--- config.mk ---
export PLATFORM = sky130hd
export DESIGN_NAME = terr_encoder
export DESIGN_NICKNAME = d
export VERILOG_FILES = /design/src/rtl/terr_pkg.sv /design/src/rtl/terr_divider.sv /design/src/rtl/terr_serializer.sv /design/src/rtl/terr_rate_ctrl.sv /design/src/rtl/terr_encoder.sv
export SDC_FILE = /design/constraint.sdc
export NUM_CORES = 1
export LEC_CHECK = 0
export ABC_AREA = 1
export BUFFER_PORTS_ARGS = -buffer_cell sky130_fd_sc_hd__buf_2
export CORE_ASPECT_RATIO = 0.6
export CORE_MARGIN = 3
export CORE_UTILIZATION = 60
export CTS_CLUSTER_SIZE = 20
export DETAILED_ROUTE_END_ITERATION = 16
export GPL_ROUTABILITY_DRIVEN = 0
export GPL_TIMING_DRIVEN = 1
export PLACE_DENSITY = 0.81
export REMOVE_ABC_BUFFERS = 1
export SETUP_SLACK_MARGIN = 0.15
export SYNTH_ARGS = -nofsm -noshare
export SYNTH_HDL_FRONTEND = slang
export SYNTH_SLANG_ARGS = --single-unit
export TNS_END_PERCENT = 30
--- constraint.sdc ---
create_clock -name clk -period 5.4 [get_ports clk]
set_input_delay 1.35 -clock clk [delete_from_list [all_inputs] [get_ports clk]]
set_output_delay 1.35 -clock clk [all_outputs]
set_load 0.01 [all_outputs]
--- src/rtl/terr_pkg.sv ---
package terr_pkg;

  typedef enum logic [1:0] {
    DIV_IDLE = 2'd0,
    DIV_RUN  = 2'd1,
    DIV_DONE = 2'd2
  } div_state_e;

endpackage

--- src/rtl/terr_divider.sv ---
module terr_divider #(
  parameter int NUM_W = 16,
  parameter int DEN_W = 12
) (
  input  logic             clk,
  input  logic             rst_n,
  input  logic             start,
  input  logic [NUM_W-1:0] num,
  input  logic [DEN_W-1:0] den,
  output logic             idle,
  output logic             done,
  output logic [NUM_W-1:0] quot
);
  import terr_pkg::*;

  localparam int SC_W = $clog2(NUM_W + 1);

  div_state_e       state_q;
  logic [DEN_W-1:0] rem_q;
  logic [DEN_W-1:0] den_q;
  logic [NUM_W-1:0] q_q;
  logic [SC_W-1:0]  step_q;

  // one restoring step: shift in next dividend bit, subtract if it fits
  function automatic logic [DEN_W:0] restore_step(
    input logic [DEN_W-1:0] rem,
    input logic             nbit,
    input logic [DEN_W-1:0] d
  );
    logic [DEN_W:0] trial;
    logic [DEN_W:0] diff;
    trial = {rem, nbit};
    diff  = trial - {1'b0, d};
    if (trial >= {1'b0, d}) return {1'b1, diff[DEN_W-1:0]};
    else                    return {1'b0, trial[DEN_W-1:0]};
  endfunction

  logic [DEN_W:0] step_res;
  assign step_res = restore_step(rem_q, q_q[NUM_W-1], den_q);

  always_ff @(posedge clk) begin
    if (!rst_n) begin
      state_q <= DIV_IDLE;
      rem_q   <= '0;
      den_q   <= '0;
      q_q     <= '0;
      step_q  <= '0;
    end else begin
      case (state_q)
        DIV_IDLE: if (start) begin
          state_q <= DIV_RUN;
          rem_q   <= '0;
          den_q   <= den;
          q_q     <= num;
          step_q  <= SC_W'(NUM_W);
        end
        DIV_RUN: begin
          rem_q  <= step_res[DEN_W-1:0];
          q_q    <= {q_q[NUM_W-2:0], step_res[DEN_W]};
          step_q <= step_q - 1'b1;
          if (step_q == SC_W'(1)) state_q <= DIV_DONE;
        end
        default: state_q <= DIV_IDLE;
      endcase
    end
  end

  assign idle = (state_q == DIV_IDLE);
  assign done = (state_q == DIV_DONE);
  assign quot = q_q;

endmodule

--- src/rtl/terr_serializer.sv ---
module terr_serializer #(
  parameter int CNT_W  = 16,
  parameter int ADDR_W = 8
) (
  input  logic              clk,
  input  logic              rst_n,
  input  logic              load,
  input  logic [CNT_W-1:0]  load_count,
  input  logic              load_pol,
  input  logic [ADDR_W-1:0] load_addr,
  input  logic              ev_ready,
  output logic              ev_valid,
  output logic [ADDR_W-1:0] ev_addr,
  output logic              ev_pol,
  output logic              active,
  output logic              fire
);
  logic [CNT_W-1:0]  left_q;
  logic [ADDR_W-1:0] addr_q;
  logic              pol_q;

  assign active   = (left_q != '0);
  assign ev_valid = active;
  assign fire     = active && ev_ready;
  assign ev_addr  = addr_q;
  assign ev_pol   = pol_q;

  always_ff @(posedge clk) begin
    if (!rst_n) begin
      left_q <= '0;
      addr_q <= '0;
      pol_q  <= 1'b0;
    end else if (load) begin
      left_q <= load_count;
      addr_q <= load_addr;
      pol_q  <= load_pol;
    end else if (fire) begin
      left_q <= left_q - 1'b1;
    end
  end

endmodule

--- src/rtl/terr_rate_ctrl.sv ---
module terr_rate_ctrl #(
  parameter int TH_W    = 12,
  parameter int CNT_W   = 16,
  parameter int GAIN_SH = 2,
  parameter int TH_INIT = 64
) (
  input  logic             clk,
  input  logic             rst_n,
  input  logic             fire,
  input  logic             batch_end,
  input  logic [CNT_W-1:0] target,
  output logic [TH_W-1:0]  theta
);
  localparam int SW = ((CNT_W > TH_W) ? CNT_W : TH_W) + 2;
  localparam logic signed [SW-1:0] S_ONE = SW'(1);
  localparam logic signed [SW-1:0] S_MAX = SW'((1 << TH_W) - 1);

  function automatic logic [CNT_W-1:0] sat_inc(input logic [CNT_W-1:0] v);
    return (v == '1) ? v : v + 1'b1;
  endfunction

  function automatic logic [TH_W-1:0] next_theta(
    input logic [TH_W-1:0]  th,
    input logic [CNT_W-1:0] obs,
    input logic [CNT_W-1:0] tgt
  );
    logic signed [SW-1:0] gap;
    logic signed [SW-1:0] adj;
    logic signed [SW-1:0] sum;
    gap = $signed(SW'(obs)) - $signed(SW'(tgt));
    adj = gap >>> GAIN_SH;
    sum = $signed(SW'(th)) + adj;
    if (sum < S_ONE)      return TH_W'(1);
    else if (sum > S_MAX) return TH_W'(S_MAX);
    else                  return TH_W'(sum);
  endfunction

  logic [CNT_W-1:0] win_q;
  logic [CNT_W-1:0] observed;
  logic [TH_W-1:0]  theta_q;

  assign observed = fire ? sat_inc(win_q) : win_q;
  assign theta    = theta_q;

  always_ff @(posedge clk) begin
    if (!rst_n) begin
      win_q   <= '0;
      theta_q <= TH_W'(TH_INIT);
    end else if (batch_end) begin
      win_q   <= '0;
      theta_q <= next_theta(theta_q, observed, target);
    end else if (fire) begin
      win_q   <= sat_inc(win_q);
    end
  end

endmodule

--- src/rtl/terr_encoder.sv ---
module terr_encoder #(
  parameter int ERR_W   = 16,
  parameter int TH_W    = 12,
  parameter int ADDR_W  = 8,
  parameter int CNT_W   = 16,
  parameter int GAIN_SH = 2,
  parameter int TH_INIT = 64
) (
  input  logic                     clk,
  input  logic                     rst_n,
  input  logic                     err_valid,
  output logic                     err_ready,
  input  logic signed [ERR_W-1:0]  err_value,
  input  logic [ADDR_W-1:0]        err_addr,
  input  logic                     batch_end,
  input  logic [CNT_W-1:0]         batch_target,
  output logic                     ev_valid,
  input  logic                     ev_ready,
  output logic [ADDR_W-1:0]        ev_addr,
  output logic                     ev_polarity,
  output logic [TH_W-1:0]          theta_out
);
  // magnitude of a two's complement value, full range incl. most negative
  function automatic logic [ERR_W-1:0] err_mag(input logic signed [ERR_W-1:0] v);
    return v[ERR_W-1] ? (~v + 1'b1) : v;
  endfunction

  logic              accept;
  logic              div_idle;
  logic              div_done;
  logic [ERR_W-1:0]  div_quot;
  logic              ser_load;
  logic              ser_active;
  logic              ev_fire;
  logic [ADDR_W-1:0] pend_addr_q;
  logic              pend_pol_q;

  assign err_ready = div_idle && !ser_active;
  assign accept    = err_valid && err_ready;
  assign ser_load  = div_done && (div_quot != '0);

  always_ff @(posedge clk) begin
    if (!rst_n) begin
      pend_addr_q <= '0;
      pend_pol_q  <= 1'b0;
    end else if (accept) begin
      pend_addr_q <= err_addr;
      pend_pol_q  <= !err_value[ERR_W-1] && (err_value != '0);
    end
  end

  terr_divider #(
    .NUM_W(ERR_W),
    .DEN_W(TH_W)
  ) u_div (
    .clk  (clk),
    .rst_n(rst_n),
    .start(accept),
    .num  (err_mag(err_value)),
    .den  (theta_out),
    .idle (div_idle),
    .done (div_done),
    .quot (div_quot)
  );

  terr_serializer #(
    .CNT_W (ERR_W),
    .ADDR_W(ADDR_W)
  ) u_ser (
    .clk       (clk),
    .rst_n     (rst_n),
    .load      (ser_load),
    .load_count(div_quot),
    .load_pol  (pend_pol_q),
    .load_addr (pend_addr_q),
    .ev_ready  (ev_ready),
    .ev_valid  (ev_valid),
    .ev_addr   (ev_addr),
    .ev_pol    (ev_polarity),
    .active    (ser_active),
    .fire      (ev_fire)
  );

  terr_rate_ctrl #(
    .TH_W   (TH_W),
    .CNT_W  (CNT_W),
    .GAIN_SH(GAIN_SH),
    .TH_INIT(TH_INIT)
  ) u_ctl (
    .clk      (clk),
    .rst_n    (rst_n),
    .fire     (ev_fire),
    .batch_end(batch_end),
    .target   (batch_target),
    .theta    (theta_out)
  );

endmodule

==> results of run 1 <==
repair_timing:
action / in CTS / in global routing
endpoints found under the setup margin: 9 / 12
pin swaps: 1 / 3
hold endpoints to repair: 0 / 0
resized for setup: 0 / 25
hold buffers: 0 / 0
buffers inserted: 3 / 0
routing by layer:
metal / GRT usage / routed length (um) / vias to the layer above
li1: - / - / 3531
met1: 0.4340 / 9453 / 3162
met2: 0.3618 / 7153 / 323
met3: 0.07282 / 1921 / 20
met4: 0.04419 / 154 / 0
met5: 0 / 0 / -
cell usage in the layout (no fill, tap or decap), types with 16 or more instances in the layout:
cell type and n:
xnor2_1 16, nand2_1 175, inv_1 125, buf_2 67
a31oi_1 18, nand2_2 16, dfxtp_1 109, xor2_1 38
a21oi_1 93, o21ai_0 60, ha_1 44, nor2_1 116
nand3_1 24, buf_4 17
Yosys cell counts, types with 2 or more instances:
cell      instances  area share
nor3_1           17       0.012
buf_2             3      0.0021
nand3_1          24       0.017
a21o_1            4      0.0042
ha_1             48       0.083
nor3b_1           4      0.0042
fa_1              2      0.0055
xor2_1           41       0.050
a221oi_1          6      0.0073
dfxtp_1         109        0.30
nor2_2            8      0.0069
nor2_1          118       0.061
nand2_2          15       0.013
xnor2_1          17       0.021
nand3_2          15       0.021
nor3b_2           2      0.0035
inv_2            10      0.0052
o21ai_0          62       0.043
nand2_4           9       0.014
clkbuf_1         27       0.014
a21oi_1          95       0.066
o21bai_1          2      0.0021
o211ai_1          7      0.0073
nor4_1           12       0.010
a31oi_1          19       0.016
inv_1           126       0.065
nand4_1          12       0.010
a211oi_1          3      0.0031
o31ai_1           2      0.0021
buf_6             2      0.0031
a22oi_1           3      0.0031
o221ai_1          2      0.0024
or2_2             3      0.0026
o21ai_1          11      0.0076
nand2_1         176       0.091
power groups by stage:
stage / Sequential, mW / Clock (mW) / Combinational (mW)
after floorplan: 1.17 / 0 / 2.00
after global placement: 1.20 / 0 / 2.61
after detailed placement: 1.21 / 0 / 2.67
after CTS: 1.19 / 0.703 / 2.71
after global routing: 1.23 / 0.732 / 3.14
final: 1.20 / 0.700 / 2.80
worst min-delay path: cells and delay by family (launching register included):
family	cells	cell delay, ns
buffers and inverters	1	0.06
AO/OA/AOI/OAI	1	0.06
flip-flops	1	0.30
per-stage QoR:
stage,total power [mW],utilization,hold WS (ns),std cells
after floorplan,3.175,-,0.4347,999
after global placement,3.817,0.6714,0.4513,1240
after detailed placement,3.876,0.6714,0.4558,1240
after CTS,4.604,0.7005,0.4651,1259
after global routing,5.097,0.7125,0.4805,1259
final,4.697,0.7125,0.4638,1259
cell families after synthesis:
| family | share of synthesized area |
|---|---|
| buffers and inverters | 0.08978 |
| adder cells (fa/ha/maj) | 0.08857 |
| flip-flops | 0.3017 |
| XOR/XNOR | 0.07023 |
| AND/OR/NAND/NOR | 0.2709 |
| AO/OA/AOI/OAI | 0.1789 |
sequential cells by signal (all words and copies together), names as in the netlist:
signal and count:
u_div.rem_q 12, pend_addr_q 8, u_div.step_q 5, u_div.quot 16, u_ctl.win_q 16, pend_pol_q 1
u_div.den_q 12, u_ser.left_q 16, u_ser.ev_pol 1, u_ser.ev_addr 8, u_div.state_q 2, u_ctl.theta 12
worst paths after layout:
check	startpoint	end	slack, ns	cells past startpoint
max	ev_ready	u_ctl.theta[3]$_SDFFE_PN0P_	0.41	31
min	u_div.den_q[10]$_SDFFE_PN0P_	u_div.den_q[10]$_SDFFE_PN0P_	0.46	2
max reg2reg	u_ser.left_q[0]$_SDFFE_PN0P_	u_ctl.theta[3]$_SDFFE_PN0P_	0.53	33
min reg2reg	u_div.den_q[10]$_SDFFE_PN0P_	u_div.den_q[10]$_SDFFE_PN0P_	0.46	2
final cells by class:
cell class                      instances  area, um2
Multi-Input combinational cell        754       4542
Fill cell                             945       3313
Sequential cell                       109       2182
Inverter                              136      510.5
Timing Repair Buffer                   84      462.9
Clock buffer                            9      225.2
Tap cell                              160      200.2
Clock inverter                          7      87.58
==> metrics.cfg, run 1 <==
[placement]
dp_hpwl_mm = 13.92
pre_cts_slack_ns = -0.2247
port_buffer_cells = 67
place_area_um2 = 7737

[logic_synthesis]
synth_area_um2 = 7233
synth_async_sr_flop_share = 0
syn_area_per_cell_um2 = 7.016
synth.yosys.warnings = 0
number_of_storage_elements_in_the_synthesis_netlist = 109
yosysUniqueCellTypes = 50
synth_cells = 1031
post_synth_edffs = 0
dominant_register_cell_in_the_synthesized_netlist = dfxtp_1
sequential_element_share_of_the_synthesized_area = 0.3017

[routing]
average_vias_per_placed_instance = 5.589
routedWlPerCell_um = 14.84
antenna_violating_nets_post_route = 0
totalWireLength_mm = 18.68
drtIter0Drc = 609
drtPass1Iterations = 5
detail_route.drc_violations = 0
vias = 7036

[worst_setup_path]
critical-path-top-cell-by-count = nand2_1
setup.worst_path.start_class = input port
critical_path_buf_inv_count = 6
cpLargestDelayFamily = simple AND/OR/NAND/NOR gates
critical_path.max_fanout = 5
worst_ep_arrival_time_ns = 5.23
setup.worst_path.class = in2reg
critical_path.endpoint_type = register
slowest_stage = ha_4
data_required_time_of_the_critical_path_ns = 5.65
slowest_delay_ns = 0.33

[pwr]
power.combinational.fraction = 0.595
p_clk_frac = 0.149
irDropWorstVdd_uv = 595.4
internal_power_mw = 2.333
sw_frac_of_total = 0.5034
power_density_nw_per_um2 = 572.1
share_seq_of_total_power = 0.256
switching_power_mw = 2.365
power.leakage_nw = 3.862

[global_route]
antenna_violations_before_repair = 0
grt_first_pass_wirelength_mm = 30.20
via_count_of_the_first_global_routing_pass = 6046
grt_start_max_net_pins = 51
gr-usage-all-layers = 0.2715
globalRouteOverflowTotal = 0

[sta]
setup_violations = 0
rsz0062_at_grt = no
hold_viol_final = 0
clock_skew_ns = 0.01302
final_max_slew_viol_count = 0
timing.final.crit_period_ns = 4.985
final_period_utilization = 0.9232
slew_of_the_pin_with_the_lowest_slew_margin_ns = 0.8875
relSlewSlack = 0.4062
max_clock_freq_mhz = 200.6
setup_total_negative_slack_ns = 0
setup_ws_ns = 0.4150

[final_layout]
diodes = 0
nets = 1189
drive_above_1_share = 0.1711
fin_area_um2 = 8210
syn2layout_area_growth_pct = 13.51

[outcome]
run_status = finished clean

[clocking]
clock-sinks = 109
cts_tree = built
cts_max_path_buffers = 2
clk_root_buffer_cell = clkbuf_16
worstSkewPairLatency_ns = 0.35
htree_num_levels = 3
cts_buffers = 9
clkTransAtPathRegs_ns = 0.07

[run]
max_cap_viols = 0

[floorplanning]
start_util = 0.6277
placement_rows = 30
dieHeight_um = 91.05
die_outline_area_um2 = 13450
die-width_um = 147.7
core_area_um2 = 11520
design.portCount = 68

[hold_path]
hold_path_class = reg2reg

(Power assumes the default switching activity.)
==> run 2, diff against run 1 <==
--- a/config.mk
+++ b/config.mk
@@ -17,6 +17,7 @@
 export PLACE_DENSITY = 0.81
 export REMOVE_ABC_BUFFERS = 1
 export SETUP_SLACK_MARGIN = 0.15
+export SLEW_MARGIN = 20
 export SYNTH_ARGS = -nofsm -noshare
 export SYNTH_HDL_FRONTEND = slang
 export SYNTH_SLANG_ARGS = --single-unit
==> constraint.sdc (replaced) <==
create_clock -name clk -period 5.4 [get_ports clk]
set_input_delay 0.81 -clock clk [delete_from_list [all_inputs] [get_ports clk]]
set_output_delay 0.81 -clock clk [all_outputs]
set_load 0.01 [all_outputs]
==> metrics.cfg, run 2 (synthesis results as in run 1) <==
[outcome]
run_status = finished clean

[worst_setup_path]
setup.worst_path.class = reg2reg
crit-reg2reg-launch = u_ser.left_q[0]$_SDFFE_PN0P_
critical-path-top-cell-by-count = nand2_1
slowest_delay_ns = 0.32  ; about the same
worst_ep_arrival_time_ns = 5.24  ; about the same
critical_path_cell_count = 37  ; +19%
worstSetupStartpoint = u_ser.left_q[0]$_SDFFE_PN0P_
slowest_stage = ha_1
register_to_register_path_setup_slack_ns = 0.42  ; -0.11 ns
r2r_cells = 37  ; +12%
rr_endpoint = u_ctl.theta[11]$_SDFFE_PN0P_
critical_path.endpoint_type = register
timing.critical_path.to = u_ctl.theta[11]$_SDFFE_PN0P_
data_required_time_of_the_critical_path_ns = 5.65  ; about the same
critical_path_buf_inv_count = 7  ; +1
critical_path.max_fanout = 11  ; +6
cpLargestDelayFamily = simple AND/OR/NAND/NOR gates
setup.worst_path.start_class = register

[global_route]
grt_first_pass_wirelength_mm = 30.59  ; +1.3%
via_count_of_the_first_global_routing_pass = 6183  ; +2.3%
antenna_violations_before_repair = 0  ; unchanged
gr-usage-all-layers = 0.2739  ; +0.002384
grt_start_max_net_pins = 51  ; unchanged
globalRouteOverflowTotal = 0  ; unchanged

[sta]
final_period_utilization = 0.9230  ; about the same
timing.final.crit_period_ns = 4.984  ; -0.001014 ns
setup_violations = 0  ; unchanged
rsz0062_at_grt = no
max_clock_freq_mhz = 200.6  ; about the same
hold_viol_final = 0  ; unchanged
setup_total_negative_slack_ns = 0  ; unchanged
relSlewSlack = 0.3647  ; -0.04149
slew_of_the_pin_with_the_lowest_slew_margin_ns = 0.9495  ; +0.06201 ns
final_max_slew_viol_count = 0  ; unchanged
clock_skew_ns = 0.008544  ; -0.004480 ns

[floorplanning]
design.portCount = 68  ; unchanged
core_area_um2 = 11520  ; unchanged
die_outline_area_um2 = 13450  ; unchanged
placement_rows = 30  ; unchanged
dieHeight_um = 91.05  ; unchanged
start_util = 0.6277  ; unchanged
die-width_um = 147.7  ; unchanged

[clocking]
cts_tree = built
clk_root_buffer_cell = clkbuf_16
cts_buffers = 9  ; unchanged
ctsHoldBuffers = 0  ; unchanged
cts_max_path_buffers = 2  ; unchanged
clock-sinks = 109  ; unchanged
htree_num_levels = 3  ; unchanged
clkTransAtPathRegs_ns = 0.08  ; about the same
worstSkewPairLatency_ns = 0.35  ; about the same

[pwr]
irDropWorstVdd_uv = 546.7  ; -8.2%
power.leakage_nw = 3.819  ; -1.1%
power_density_nw_per_um2 = 569.3  ; -0.50%

[placement]
port_buffer_cells = 67  ; unchanged
dp_hpwl_mm = 13.80  ; -0.80%
post-place-cells = 1232  ; -0.65%

[routing]
drtIter0Drc = 657  ; +7.9%
detail_route.drc_violations = 0  ; unchanged
totalWireLength_mm = 19.02  ; +1.8%
average_vias_per_placed_instance = 5.607  ; +0.33%
routedWlPerCell_um = 15.19  ; +2.4%
vias = 7020  ; -0.23%
antenna_violating_nets_post_route = 0  ; unchanged
drtPass1Iterations = 7  ; +2

[final_layout]
nets = 1182  ; -0.59%
most_common_cell_after_layout_fill_and_taps_aside = nand2_1
syn2layout_area_growth_pct = 13.06
diodes = 0  ; unchanged
most-common-layout-cells = nand2_1 (175), inv_1 (126), nor2_1 (115)
non_filler_instance_count_after_layout = 1252  ; -0.56%
drive_above_1_share = 0.1639  ; -0.007145
fill_cells = 1005  ; +6.3%

[run]
max_cap_viols = 0  ; unchanged

[hold_path]
hold_path_class = reg2reg

run 2: cell types whose count changed in the layout (fill, tap and decap cells not counted), moves of 2 or more:
| cell | delta |
|---|---|
| o21ai_4 | +2 |
| clkinv_8 | +2 |
| o21ai_2 | -2 |
| buf_4 | -9 |
| clkinv_4 | -2 |
run 2: repair_timing:
action,CTS,global route
resized for setup,0,26
endpoints found under the setup margin,0,12
setup buffers,0,3
run 2: worst min-delay path: stages, from the launching register on:
cell and delay (ns):
dfxtp_1 0.30, inv_1 0.06, a21oi_1 0.06
run 2: worst min path at each step:
stage,from,to,cells past startpoint
after global routing,u_div.den_q[9]$_SDFFE_PN0P_,u_div.den_q[9]$_SDFFE_PN0P_,2
final,u_div.den_q[9]$_SDFFE_PN0P_,u_div.den_q[9]$_SDFFE_PN0P_,2
after detailed placement,u_div.den_q[9]$_SDFFE_PN0P_,u_div.den_q[9]$_SDFFE_PN0P_,2
after floorplan,u_div.den_q[10]$_SDFFE_PN0P_,u_div.den_q[10]$_SDFFE_PN0P_,2
after global placement,u_div.den_q[8]$_SDFFE_PN0P_,u_div.den_q[8]$_SDFFE_PN0P_,2
after CTS,u_div.den_q[9]$_SDFFE_PN0P_,u_div.den_q[9]$_SDFFE_PN0P_,2
run 2: where the power goes:
part | total, mW | internal (mW) | switching (mW)
Sequential | 1.20 | 1.03 | 0.167
Clock | 0.661 | 0.329 | 0.332
Combinational | 2.80 | 0.930 | 1.87
Total | 4.66 | 2.29 | 2.37
run 2: final cells by class:
cell class / count / area [um2] / area share
Clock inverter: 7 / 77.57 / 0.009486
Tap cell: 160 / 200.2 / 0.02448
Sequential cell: 109 / 2182 / 0.2668
Clock buffer: 9 / 225.2 / 0.02754
Timing Repair Buffer: 76 / 415.4 / 0.05080
Inverter: 136 / 510.5 / 0.06242
Multi-Input combinational cell: 755 / 4567 / 0.5584
run 2: through the flow:
| stage | power [mW] | hold slack, ns | worst slack (ns) | utilization | area, um2 |
|---|---|---|---|---|---|
| finish | 4.655 | 0.4642 | 0.4160 | 0.7097 | 8178 |
| global route | 5.059 | 0.4885 | 0.05640 | 0.7097 | 8178 |
| CTS | 4.554 | 0.4674 | 0.2359 | 0.6925 | 7980 |
| detailed placement | 3.863 | 0.4563 | 0.2771 | 0.6662 | 7677 |
| global placement | 3.831 | 0.4514 | 0.2906 | 0.6662 | 7677 |
| floorplan | 3.175 | 0.4347 | 0.8950 | - | 7094 |
run 2: layer usage:
| layer | GRT usage | part of all wire | vias to the layer above |
|---|---|---|---|
| met5 | 0 | 0 | - |
| met4 | 0.04264 | 0.0095 | 0 |
| met3 | 0.07880 | 0.12 | 23 |
| met2 | 0.3648 | 0.37 | 344 |
| met1 | 0.4347 | 0.50 | 3136 |
| li1 | - | - | 3517 |
